### src/rtl/rst_seq.sv
module rst_seq #(
  parameter int PWRT_W   = 11,
  parameter int OST_W    = 10,
  parameter int FILT_LEN = 4
) (
  input  logic       clk,
  input  logic       por_n,
  input  logic       lf_tick,
  input  logic       ext_rst_n,
  input  logic       wdt_to,
  input  logic       bod_det,
  input  logic       sleeping,
  input  logic       cfg_pwrt_en,
  input  logic       cfg_ost_en,
  input  logic       cfg_bod_en,
  input  logic       sw_bod_en,
  output logic       chip_rst,
  output logic       wake,
  output logic       flag_to,
  output logic       flag_pd,
  output logic       flag_bor,
  output logic [2:0] cause
);
  localparam int FW = $clog2(FILT_LEN + 1);

  typedef enum logic [1:0] {S_HOLD, S_PWRT, S_OST, S_RUN} phase_t;

  phase_t            phase;
  logic              sync1, sync2;
  logic [FW-1:0]     fcnt;
  logic [PWRT_W-1:0] pw_cnt;
  logic [OST_W-1:0]  ost_cnt;

  wire ext_acc = !sync2 && (fcnt == FW'(FILT_LEN - 1));
  wire ext_low = (fcnt == FW'(FILT_LEN));
  wire bod_on  = bod_det && (cfg_bod_en || sw_bod_en);
  wire wdt_run = wdt_to && !sleeping && !chip_rst;
  wire wdt_slp = wdt_to && sleeping && !chip_rst;
  wire any_rst = bod_on || ext_acc || wdt_run;

  assign chip_rst = (phase != S_RUN);

  always_ff @(posedge clk or negedge por_n) begin
    if (!por_n) begin
      sync1 <= 1'b1;
      sync2 <= 1'b1;
      fcnt  <= '0;
    end else begin
      sync1 <= ext_rst_n;
      sync2 <= sync1;
      if (sync2)        fcnt <= '0;
      else if (!ext_low) fcnt <= fcnt + 1'b1;
    end
  end

  always_ff @(posedge clk or negedge por_n) begin
    if (!por_n) begin
      phase   <= S_HOLD;
      pw_cnt  <= '0;
      ost_cnt <= '0;
    end else if (any_rst || ext_low) begin
      phase   <= S_HOLD;
      pw_cnt  <= '0;
      ost_cnt <= '0;
    end else begin
      case (phase)
        S_HOLD: begin
          if (cfg_pwrt_en)     phase <= S_PWRT;
          else if (cfg_ost_en) phase <= S_OST;
          else                 phase <= S_RUN;
        end
        S_PWRT: if (lf_tick) begin
          if (&pw_cnt) begin
            pw_cnt <= '0;
            phase  <= cfg_ost_en ? S_OST : S_RUN;
          end else begin
            pw_cnt <= pw_cnt + 1'b1;
          end
        end
        S_OST: begin
          if (&ost_cnt) begin
            ost_cnt <= '0;
            phase   <= S_RUN;
          end else begin
            ost_cnt <= ost_cnt + 1'b1;
          end
        end
        default: phase <= S_RUN;
      endcase
    end
  end

  always_ff @(posedge clk or negedge por_n) begin
    if (!por_n) begin
      flag_to  <= 1'b1;
      flag_pd  <= 1'b1;
      flag_bor <= 1'b0;
      cause    <= 3'd0;
      wake     <= 1'b0;
    end else begin
      wake <= 1'b0;
      if (bod_on) begin
        flag_to  <= 1'b1;
        flag_pd  <= 1'b1;
        flag_bor <= 1'b1;
        cause    <= 3'd3;
      end else if (ext_acc) begin
        if (sleeping) flag_pd <= 1'b0;
        cause <= sleeping ? 3'd5 : 3'd4;
      end else if (wdt_run) begin
        flag_to <= 1'b0;
        cause   <= 3'd1;
      end else if (wdt_slp) begin
        flag_to <= 1'b0;
        flag_pd <= 1'b0;
        cause   <= 3'd2;
        wake    <= 1'b1;
      end
    end
  end
endmodule

### config.mk
export PLATFORM = sky130hd
export DESIGN_NAME = rst_seq
export DESIGN_NICKNAME = d
export VERILOG_FILES = /design/src/rtl/rst_seq.sv
export SDC_FILE = /design/constraint.sdc
export NUM_CORES = 1
export LEC_CHECK = 0
export ABC_AREA = 1
export CORE_ASPECT_RATIO = 1.5
export CORE_MARGIN = 4
export CORE_UTILIZATION = 56
export DETAILED_ROUTE_END_ITERATION = 10
export PLACE_DENSITY = 0.86
export SLEW_MARGIN = 20
export SYNTH_ARGS = -nofsm -noshare
export SYNTH_HDL_FRONTEND = slang
export SYNTH_SLANG_ARGS = --single-unit
### constraint.sdc
create_clock -name clk -period 2.21 [get_ports clk]
set_input_delay 0.221 -clock clk [delete_from_list [all_inputs] [get_ports clk]]
set_output_delay 0.221 -clock clk [all_outputs]
set_load 0.005 [all_outputs]
# After elaboration in Yosys (flattened, before gate mapping)
# Index checks and enable logic that the tools add are counted.
dict set report totals {
  ff_bits 35
  out_inout_bits 8
  wordCells 85
  inputBits 11
}
dict set report classes {
  reduce_logical 26
  muxes 33
  n_eq_ne 12
  add_sub_neg 3
}
# cell n
set ops {}
lappend ops {{two-way mux 11 bit} 4}
lappend ops {{two-way mux 10 bit} 3}
lappend ops {{two-way mux 3 bit} 6}
lappend ops {{two-way mux 1 bit} 14}
lappend ops {{!= test 3 bit (second input constant)} 4}
lappend ops {{adder 11 x 1 -> 11 bit (second input constant)} 1}
lappend ops {{AND reduction 11 bit} 1}
lappend ops {{adder 10 x 1 -> 10 bit (second input constant)} 1}
lappend ops {{two-way mux 2 bit} 5}
lappend ops {{AND reduction 10 bit} 1}
lappend ops {{logical AND 1 bit} 6}
lappend ops {{case mux 2 bit (3 select lines)} 1}
lappend ops {{AND reduction 3 bit} 2}
lappend ops {{nonzero test 2 bit} 3}
lappend ops {{nonzero test 3 bit} 2}
lappend ops {{logical OR 1 bit} 4}
lappend ops {{!= test 2 bit (second input constant)} 2}
lappend ops {{AND reduction 2 bit} 2}
lappend ops {{nonzero test 4 bit} 1}
lappend ops {{adder 3 x 1 -> 3 bit (second input constant)} 1}
lappend ops {{equality test 3 x 2 -> 1 bit (second input constant)} 1}
lappend ops {{equality test 3 bit (second input constant)} 1}
lappend ops {{logical NOT 1 bit} 3}
lappend ops {{!= test 3 x 2 -> 1 bit (second input constant)} 1}
lappend ops {{4 further kinds} 4}

# Depth between registers and ports, before layout
dict set report logic_depth {
  word_depth 7
  ltp_mapped 8
  mapped_depth_nobuf 8
}

# Worst setup path after synthesis
# OpenSTA, ideal clock, no wires.
dict set report synth_timing {
  path_type {register to register}
  start {reg fcnt[0]}
  end {reg pw_cnt[4]}
  path_slack_ps 680
  synth_period_minus_slack_ps 1530
  n_path_buf 1
  arrival_ps 1453
  setup_ps 76
  stages_incl_launch_ff 9
  cell_sequence {dfrtp_1 -> ha_1 -> ha_1 -> nand2_1 -> nand2_2 -> nor3_2 -> buf_6 -> nand4_1 -> o21ai_1}
}
dict set report synth_via {
  elab_chain_len 7
  word_cells_on_any_way 10
  classes_between {2 x eq/ne; 1 x mux; 7 x reduce/logical}
}
# element line_no
set synth_lines {}
lappend synth_lines {{start, declared} 30} ;# logic [FW-1:0] fcnt;
lappend synth_lines {{start signal, assigned} 52} ;# else if (!ext_low) fcnt <= fcnt + 1'b1;
lappend synth_lines {{equality test 3 x 2 -> 1 bit} 34} ;# wire ext_acc = !sync2 && (fcnt == FW'(FILT_LEN - 1));
lappend synth_lines {{logical AND 1 bit} 34}
lappend synth_lines {{logical OR 1 bit (2 in a row)} 39} ;# wire any_rst = bod_on || ext_acc || wdt_run;
lappend synth_lines {{logical OR 1 bit *} 61} ;# end else if (any_rst || ext_low) begin
lappend synth_lines {{nonzero test 2 bit (no source line)} n/a}
lappend synth_lines {{AND reduction 2 bit (no source line)} n/a}
lappend synth_lines {{end signal, assigned} 77} ;# pw_cnt <= pw_cnt + 1'b1;
lappend synth_lines {{end, declared} 31} ;# logic [PWRT_W-1:0] pw_cnt;
# Every way passes the cells marked *; elsewhere a longest branch is shown, timed or not.
# A chain may end at the register's enable or synchronous reset.

# Worst setup path after layout
dict set report layout_timing {
  start {reg fcnt[0]}
  end {reg pw_cnt[7]}
}
# The elaborated chain is that of the path after synthesis.

==> flow_summary.json <==
{
  "outcome": "complete, no violations",
  "gp_congestion": 0.923,
  "p_int_w": 0.00118,
  "path_common_cell": "nand2_1",
  "initialDrtViolationCount": 61,
  "power.leakage_nw": 1.05,
  "worstMarginPinSlew_ps": 437,
  "yosysSeqAreaShare_pct": 44.8,
  "p_seq_share_pct": 43.7,
  "core_area_um2": 3380,
  "cp-start-kind": "flop",
  "routedWlPerCell_um": 12.6,
  "final.setup_skew_ps": 7.91,
  "hold_path.class": "primary input to flop",
  "endpoint_kind": "flop",
  "syn_to_final_growth_pct": 16.7,
  "ctsHoldBuffers": 0,
  "portBuffers": 18,
  "grt_pass1_vias": 1616,
  "pwr-share-comb_pct": 31.5,
  "grt_start_max_net_pins": 36,
  "num_rows": 26,
  "synth_top_area_share_pct": 39.4,
  "synth_seq_cells": 35,
  "finalMaxSlewViolations": 0,
  "critical_path_arrival_ps": 1930,
  "cts_tree": "done",
  "die_h_um": 80.6,
  "worst-path-buf-inv": 1,
  "async_flop_share_pct": 100,
  "clock_sinks": 35,
  "dpl.hpwl_mm": 2.86,
  "ys.flop_type": "dfrtp_1",
  "critPathRequiredTime_ps": 2400,
  "numCtsBuffers": 5,
  "io_pins": 19,
  "num_antenna_cells": 0,
  "criticalPathCategory": "flop to flop",
  "tns_ps": 0,
  "drive_gt1_share_pct": 14.8,
  "grt-ovfl-total": 0,
  "clockRootBuffer": "clkbuf_8",
  "start_util_pct": 58.2,
  "slowest_stage": "dfrtp_1",
  "cts_setup_buffers": 0,
  "vias_per_cell": 5.31,
  "netlist_area_um2": 1970,
  "crit_chain": "ha_1, ha_1, nand2_1, nand2_2, nor3_2, buf_4, nand2_1, nand3_1, nand2_1",
  "final_cells": 306,
  "routed-via-count": 1625,
  "dieArea_um2": 4550,
  "die_x_um": 56.4,
  "clk_pin_slew_ps": 70,
  "hold_viol": 0,
  "antenna_found_initial": 0,
  "setup_viol": 0,
  "yosys_warnings": 0,
  "ant_nets": 0,
  "worstSkewPairLatency_ps": 300,
  "swShare_pct": 36.4,
  "final_cell_mix": "75 x nand2_1, 31 x dfrtp_1, 23 x inv_1, 18 x nand3_1, 18 x clkdlybuf4s50_1",
  "fin_nets": 279,
  "final_common_cell": "nand2_1",
  "syn_inst": 236,
  "ir_drop_mv": 0.606,
  "fmax_ghz": 0.576,
  "postLayoutCoreUtil_pct": 67.9,
  "route.detailed.drc": 0,
  "dp.cells": 298,
  "clockBufferDepth": 2,
  "p_clk_share_pct": 24.8,
  "track_usage_pct": 20.0,
  "p_per_area_nw_per_um2": 808,
  "switching_power_w": 0.000676,
  "yosysTopAreaCell": "dfrtp_1",
  "maxCapViolations": 0,
  "slowest_delay_ps": 390,
  "drt_wl_total_mm": 3.86,
  "rsz0062_at_grt": "no",
  "synthesis.nets": 252,
  "num-fill-cells": 283,
  "cts-resized-gates": 0,
  "fin_crit_sh_pct": 78.5,
  "firstDrtPassIters": 4,
  "synth_edf_count": 0,
  "min_period_ps": 1740,
  "critPathTopFamily": "simple AND/OR/NAND/NOR gates",
  "slew_headroom_pct": 70.9,
  "synthTopCellsByArea": "dfrtp_1 39%, nand2_1 14%, dfstp_2 5.3%",
  "grt_pass1_wl_mm": 6.89,
  "crit_fanout": 6,
  "ys_types": 33,
  "cts_max_level": 2,
  "syn_area_per_cell_um2": 8.34
}
-- power groups by stage --
stage          sequential, W  clock [W]  combinational [W]
2_1_floorplan       0.000813          0           0.000400
3_3_place_gp        0.000820          0           0.000573
3_5_place_dp        0.000823          0           0.000589
4_1_cts             0.000812   0.000470           0.000596
5_1_grt             0.000826   0.000499           0.000663
6_report            0.000812   0.000460           0.000584
-- synthesized netlist by cell type, types with 2 or more instances --
cell and instances:
inv_1 23, xor2_1 5, a21oi_1 2, nor2_1 13
o21ai_2 6, dfrtp_1 31, o21ai_1 3, nand4_1 9
o21bai_1 3, nand2_1 75, nand3_1 18, ha_1 5
nor2_4 5, nand2_2 2, inv_2 2, nor3_1 4
xnor2_1 5, dfstp_2 4, o21ai_0 4, nor2_2 4
-- final cells by class --
cell class / count / area [µm²] / share of cell area, %
Sequential cell: 35 / 881 / 38.3
Clock buffer: 6 / 72.6 / 3.16
Clock inverter: 2 / 12.5 / 0.545
Inverter: 26 / 103 / 4.47
Timing Repair Buffer: 21 / 203 / 8.82
Tap cell: 42 / 52.6 / 2.29
Multi-Input combinational cell: 174 / 973 / 42.4
-- registers in the layout (all words and copies together), names as in the netlist, 2 cells and up --
signal,flops
cause,3
fcnt,3
ost_cnt,10
phase,2
pw_cnt,11
-- final timing paths --
| kind | depth (start not counted) | endpoint | slack [ps] | start |
|---|---|---|---|---|
| setup / recovery | 9 | pw_cnt[7] | 470 | fcnt[0] |
| hold / removal | 1 | sync1 | 320 | ext_rst_n |
| setup reg to reg | 9 | pw_cnt[7] | 470 | fcnt[0] |
| hold reg to reg | 0 | sync2 | 360 | sync1 |
| max in group asynchronous | 2 | sync1 | 1540 | por_n |
| min in group asynchronous | 2 | flag_bor | 330 | por_n |
-- per-stage QoR --
step | hold slack, ps | cell area (µm²) | total power, W | worst slack (ps)
after CTS | 320 | 2300 | 0.00188 | 461
after detailed placement | 350 | 2210 | 0.00141 | 445
after global routing | 331 | 2300 | 0.00199 | 302
final | 321 | 2300 | 0.00186 | 474
after floorplan | -74.6 | 1970 | 0.00121 | 680
after global placement | 346 | 2210 | 0.00139 | 496
-- layer usage --
metal	vias to the layer above	share of wire [%]	global-route usage [%]
li1	823	-	-
met1	761	39	20.7
met2	31	54	35.6
met3	10	3.6	5.31
met4	0	2.9	11.9
met5	-	0	0
-- cells by family (layout without fill, tap and decap cells) --
family,after synthesis,in the layout,synth area share (%)
fa+ha+maj,5,5,3.18
compound gates,24,24,8.77
simple gates,135,135,33.1
xor+xnor,10,10,4.45
buf+inv,27,55,5.79
flops,35,35,44.8
Note: power is estimated with default switching activity, not from simulation.
